--- src/rtl/romfsm_pkg.sv ---
package romfsm_pkg;

   // Default compressor truth table: entry i holds g for the index
   // {q2, q3, x1}, and g is the parity of those three bits.
   function automatic logic [7:0] ref_mod_table();
      logic [7:0] t;
      for (int i = 0; i < 8; i++) begin
         t[i] = ^(3'(i));
      end
      return t;
   endfunction

   // Default lookup table: the address is {q1, x1, x2, g}, and each word
   // is {next state (3 bits), outputs (2 bits)}.
   function automatic logic [79:0] ref_rom_table();
      logic [79:0] t;
      logic [3:0]  a;
      logic [2:0]  ns;
      logic [1:0]  yv;
      for (int i = 0; i < 16; i++) begin
         a  = 4'(i);
         ns = {a[3] ^ a[2], a[0] ^ a[1], a[0] ^ a[2]};
         yv = {a[3] & a[0], a[2] ^ a[1] ^ a[0]};
         t[i*5 +: 5] = {ns, yv};
      end
      return t;
   endfunction

endpackage

--- src/rtl/romfsm_addr_mod.sv ---
module romfsm_addr_mod #(
   parameter int L         = 5,
   parameter logic [L-1:0] FREE_MASK = 5'b10011,
   parameter logic [L-1:0] MOD_MASK  = 5'b01110,
   parameter int A         = 3,
   parameter int B         = 3,
   parameter int C         = 1,
   parameter logic [(2**B)*C-1:0] MOD_TABLE = romfsm_pkg::ref_mod_table()
) (
   input  logic [L-1:0]   vec_i,
   output logic [A+C-1:0] addr_o
);

   // Position of the k-th set bit of a selection mask.
   function automatic int bit_pos(logic [L-1:0] mask, int k);
      int cnt;
      int pos;
      cnt = 0;
      pos = 0;
      for (int i = 0; i < L; i++) begin
         if (mask[i]) begin
            if (cnt == k) pos = i;
            cnt++;
         end
      end
      return pos;
   endfunction

   logic [A-1:0] free_w;
   logic [B-1:0] mod_w;
   logic [C-1:0] g_w;

   for (genvar k = 0; k < A; k++) begin : g_free
      assign free_w[k] = vec_i[bit_pos(FREE_MASK, k)];
   end

   for (genvar k = 0; k < B; k++) begin : g_mod
      assign mod_w[k] = vec_i[bit_pos(MOD_MASK, k)];
   end

   assign g_w    = MOD_TABLE[int'(mod_w)*C +: C];
   assign addr_o = {free_w, g_w};

   initial begin
      assert_free_count_R2: assert ($countones(FREE_MASK) == A)
         else $error("free mask does not select A bits");
      assert_mod_count_R2: assert ($countones(MOD_MASK) == B)
         else $error("modifier mask does not select B bits");
      assert_mod_shrinks_R2: assert (C < B)
         else $error("modifier must have fewer outputs than inputs");
   end

endmodule

--- src/rtl/romfsm_rom.sv ---
module romfsm_rom #(
   parameter int W    = 4,
   parameter int WORD = 5,
   parameter logic [(2**W)*WORD-1:0] ROM_TABLE = romfsm_pkg::ref_rom_table()
) (
   input  logic [W-1:0]    addr_i,
   output logic [WORD-1:0] word_o
);

   localparam int DEPTH = 2**W;

   // Constant table, addressed as an array of words.
   logic [WORD-1:0] tbl [DEPTH];

   for (genvar i = 0; i < DEPTH; i++) begin : g_tbl
      assign tbl[i] = ROM_TABLE[i*WORD +: WORD];
   end

   assign word_o = tbl[addr_i];

endmodule

--- src/rtl/romfsm_core.sv ---
module romfsm_core #(
   parameter int N_IN      = 2,
   parameter int N_ST      = 3,
   parameter int N_OUT     = 2,
   parameter logic [N_ST+N_IN-1:0] FREE_MASK = 5'b10011,
   parameter logic [N_ST+N_IN-1:0] MOD_MASK  = 5'b01110,
   parameter int FREE_BITS = 3,
   parameter int MOD_BITS  = 3,
   parameter int MOD_OUT   = 1,
   parameter logic [N_ST-1:0] INIT_STATE = 3'b101,
   parameter bit REG_READ  = 1'b0,
   parameter logic [(2**MOD_BITS)*MOD_OUT-1:0] MOD_TABLE = romfsm_pkg::ref_mod_table(),
   parameter logic [(2**(FREE_BITS+MOD_OUT))*(N_ST+N_OUT)-1:0] ROM_TABLE =
      romfsm_pkg::ref_rom_table()
) (
   input  logic             clk,
   input  logic             rst,
   input  logic             en,
   input  logic [N_IN-1:0]  x_i,
   output logic [N_ST-1:0]  state_o,
   output logic [N_OUT-1:0] y_o
);

   localparam int L             = N_ST + N_IN;
   localparam int W             = FREE_BITS + MOD_OUT;
   localparam int WORD          = N_ST + N_OUT;
   localparam int DIRECT_WORDS  = 2**L;
   localparam int REDUCED_WORDS = 2**W;
   localparam int DIRECT_BITS   = DIRECT_WORDS * WORD;
   localparam int REDUCED_BITS  = REDUCED_WORDS * WORD;

   logic [N_ST-1:0]  pres_st;
   logic [L-1:0]     vec_w;
   logic [W-1:0]     addr_w;
   logic [WORD-1:0]  word_w;
   logic [N_ST-1:0]  ns_w;
   logic [N_OUT-1:0] y_w;

   assign vec_w = {pres_st, x_i};

   romfsm_addr_mod #(
      .L(L), .FREE_MASK(FREE_MASK), .MOD_MASK(MOD_MASK),
      .A(FREE_BITS), .B(MOD_BITS), .C(MOD_OUT), .MOD_TABLE(MOD_TABLE)
   ) u_amod (
      .vec_i (vec_w),
      .addr_o(addr_w)
   );

   romfsm_rom #(
      .W(W), .WORD(WORD), .ROM_TABLE(ROM_TABLE)
   ) u_rom (
      .addr_i(addr_w),
      .word_o(word_w)
   );

   assign ns_w    = word_w[WORD-1 -: N_ST];
   assign y_w     = word_w[N_OUT-1:0];
   assign state_o = pres_st;

   if (REG_READ == 1'b0) begin : g_statereg
      logic [N_ST-1:0] state_q;

      always_ff @(posedge clk) begin
         if (rst)     state_q <= INIT_STATE;
         else if (en) state_q <= ns_w;
      end

      assign pres_st = rst ? INIT_STATE : state_q;
      assign y_o     = y_w;
   end else begin : g_syncread
      logic [WORD-1:0] word_q;

      always_ff @(posedge clk) begin
         if (rst)     word_q <= {INIT_STATE, {N_OUT{1'b0}}};
         else if (en) word_q <= word_w;
      end

      assign pres_st = rst ? INIT_STATE : word_q[WORD-1 -: N_ST];
      assign y_o     = rst ? '0 : word_q[N_OUT-1:0];

      assert_rr_reset_out_R7: assert property (@(posedge clk)
         rst |=> (y_o == '0));
      assert_rr_out_R6: assert property (@(posedge clk) disable iff (rst)
         en |=> (y_o == $past(y_w)));
      assert_rr_hold_R6: assert property (@(posedge clk) disable iff (rst)
         !en |=> $stable(y_o));
   end

   initial begin
      assert_narrow_addr_R2: assert (W < L)
         else $error("reduced address is not narrower than the direct one");
      assert_smaller_table_R2: assert (REDUCED_BITS < DIRECT_BITS)
         else $error("reduced table is not smaller");
   end

   assert_reset_state_R1: assert property (@(posedge clk)
      rst |=> (state_o == INIT_STATE));
   assert_next_state_R3: assert property (@(posedge clk) disable iff (rst)
      en |=> (state_o == $past(ns_w)));
   assert_hold_R5: assert property (@(posedge clk) disable iff (rst)
      !en |=> $stable(state_o));

endmodule

--- config.mk ---
export PLATFORM = sky130hd
export DESIGN_NAME = romfsm_core
export DESIGN_NICKNAME = d
export VERILOG_FILES = /design/src/rtl/romfsm_pkg.sv /design/src/rtl/romfsm_addr_mod.sv /design/src/rtl/romfsm_rom.sv /design/src/rtl/romfsm_core.sv
export SDC_FILE = /design/constraint.sdc
export NUM_CORES = 1
export LEC_CHECK = 0
export BUFFER_PORTS_ARGS = -buffer_cell sky130_fd_sc_hd__clkbuf_2
export CORE_AREA = 3 3 40 42
export DETAILED_ROUTE_END_ITERATION = 16
export DIE_AREA = 0 0 43 45
export HOLD_SLACK_MARGIN = 0.03
export PLACE_DENSITY = 0.42
export SYNTH_ARGS = -nofsm -noshare
export SYNTH_HDL_FRONTEND = slang
export SYNTH_SLANG_ARGS = --single-unit
--- constraint.sdc ---
create_clock -name clk -period 2.1 [get_ports clk]
set_clock_uncertainty 0.2 [all_clocks]
set_input_delay 0.105 -clock clk [delete_from_list [all_inputs] [get_ports clk]]
set_output_delay 0.105 -clock clk [all_outputs]
set_load 0.02 [all_outputs]
==> metrics.txt <==
initial antenna violation count 0; Mapped Area 300 um2; Inserted Diodes 0; port buffer count 9; Netlist cell types 20; synthesized netlist cell count 35; yosys warns 0; combinational power share 42.8%; chip width 43 um; worst-path cell chain xor2_2, o21a_1, or2_4, ha_4, nand2b_4, o31ai_1, buf_4; max_cap viols 0; Core Region 0.00128 mm2; via/cell ratio 4.35; via count 300; Tcrit/Tclk final 97.5%; CTS sink cnt 3; reg2reg setup slack 70 ps; routability cong. 0.684; die footprint 0.00194 mm2; global-route usage over all layers 7.42%; Sw Share 30.3%; maximum number of pins on one net before global-route repair 9; post-synthesis sequential area ratio 20.0%; PwrDens 633 mW/mm2; worst vdd ir 0.000244 V; top cells by area, synth dfxtp_1 20%, ha_1 8.3%, xor3_1 7.9%, buf_6 7.5%, nor3_1 5.0%; wire length per cell 10.3 um; Worst Path Arrival 1740 ps; Starting Density 23.4%; slowest CP cell dfxtp_2; DRC 0; HPWL Detailed 517 um; post-synth top area share 20.0%; number of iterations in the first detailed-routing pass 2; Adder-Cell Fraction of Synth Area 8.33%; chip height 45 um; Clk pwr share 33.7%; TritonCTS clock tree done; Internal 206 uW; largest registers g_statereg.state_q x3; overall routed net length 709 um; Fill cells 132; Largest delay share family, worst path simple AND/OR/NAND/NOR gates; post-synthesis compound-gate area fraction 21.2%; RSZ-0062 raised after global routing false; Slew @ Worst Pin 241 ps; status completed; Crit Path Class reg2out; Root Buffer clkbuf_4; CTS max path bufs 2; vias in the first global route 270; Slew Limit Fails 0; Yosys reg bits 3; synth cell count leaders 3 x dfxtp_1, 3 x inv_1, 3 x nor2_1, 3 x nor3_1; Routed Antenna Nets 0; clock slew at reported path FFs 40 ps; pre-CTS WS -37.4 ps; Mapped Avg Cell Area 8.58 um2; Startpoint Class flop; ys flop type dfxtp_1; Final Hold Fails 0; setup violators final 0; hold_ws 84.9 ps; Post-Synth Simple-Gate Area 18.3%; max reg flops 3; Max-slew headroom 83.8%; Net Sw Power 89.4 uW; Nets 62; total gr overflow 0; Worst Hold Class in2reg; critical path peak fanout 3; XOR/XNOR share of the synthesized area 10.8%; Final min period 2050 ps; 1st-iter DRT viols 3; # rows 13; number of synthesized flops with an enable pin 0; Reg power frac 23.5%; share of cells above drive strength 1 51.9%; max incr delay on CP 330 ps; Top Ports 10; Worst Path Required 1790 ps; asr flop ratio synth 0%; main combinational cell family by area after synthesis compound AO/OA/AOI/OAI gates; Reg with most FFs g_statereg.state_q; largest area contributor in the netlist dfxtp_1; Setup crit end kind output port; global-route wire length before repair 1.06 mm; Syn Nets 42; number of CTS-inserted buffers 3; multiplexer area fraction after synthesis 5.00%; Static Leakage 0.228 nW; Critical path buffers and inverters 1; Synth-to-Final Area Change 55.4%; Achievable Freq 489 MHz; clock insertion delay at the later pin of the skew report 230 ps; htree depth 1; post-route setup slack 53.1 ps
-- path summary, 6_finish.rpt --
kind	to	start	depth (start not counted)
setup / recovery	y_o[0]	g_statereg.state_q[1]$_SDFFE_PP0P_	7
hold / removal	g_statereg.state_q[0]$_SDFFE_PP1P_	rst	3
setup reg to reg	g_statereg.state_q[0]$_SDFFE_PP1P_	g_statereg.state_q[1]$_SDFFE_PP0P_	7
hold reg to reg	g_statereg.state_q[2]$_SDFFE_PP1P_	g_statereg.state_q[2]$_SDFFE_PP1P_	2
-- power groups by stage --
stage               sequential, mW  combinational, mW  clock, mW
finish                      0.0694              0.126     0.0994
global placement            0.0679              0.107          0
CTS                         0.0691              0.126      0.106
detailed placement          0.0677              0.107          0
global route                0.0696              0.137      0.106
floorplan                   0.0691             0.0743          0
-- layout make-up --
class                      count  area (um2)  share of cell area (%)
clock buffer                   4        26.3                    5.63
sequential                     3        61.3                    13.1
multi-input combinational     25         221                    47.5
tap                           15        18.8                    4.02
timing repair buffer          19         128                    27.3
inverter                       3        11.3                    2.41
-- cells in the final DEF, fill, tap and decap left out, types with 2 or more instances in the layout --
cell type,n
clkbuf_4,3
dlygate4sd3_1,2
nor3_1,3
nor2_1,3
clkbuf_2,8
o31ai_1,2
inv_1,3
dfxtp_1,2
o21a_1,2
buf_4,9
-- routing by layer --
metal | part of all wire [%] | global-route usage (%) | routed length (um) | up-vias
li1 | - | - | - | 155
met1 | 42 | 7.75 | 300 | 140
met2 | 53 | 13.2 | 374 | 5
met3 | 4.8 | 1.59 | 34 | 0
met4 | 0 | 5.42 | 0 | 0
met5 | 0 | 0 | 0 | -
-- tightest hold or removal path, stage by stage --
cell	delay, ps
clkbuf_2	130
buf_4	150
a221o_2	100
-- repair_timing --
action                                  in CTS  in global routing
resized for setup                            6                  2
endpoints found under the setup margin       2                  2
setup buffers                                1                  0
pin swaps                                    2                  1
hold endpoints to repair                     2                  0
hold buffers                                 2                  0
-- stage by stage --
stage	util (%)	area [um2]	setup TNS, ps	total power, mW	cells
6_report	36.3	467	0	0.295	69
3_5_place_dp	29.5	379	-37.4	0.175	62
5_1_grt	36.3	467	0	0.312	69
3_3_place_gp	29.5	379	-20.1	0.175	62
2_1_floorplan	-	300	0	0.143	35
4_1_cts	36.3	467	0	0.301	69
-- cells by family after synthesis --
kind of cell | after synthesis
flops | 3
simple gates | 11
buf+inv | 7
fa+ha+maj | 2
xor+xnor | 2
mux | 1
compound gates | 9
No activity file was read; power rests on OpenSTA's default activity.
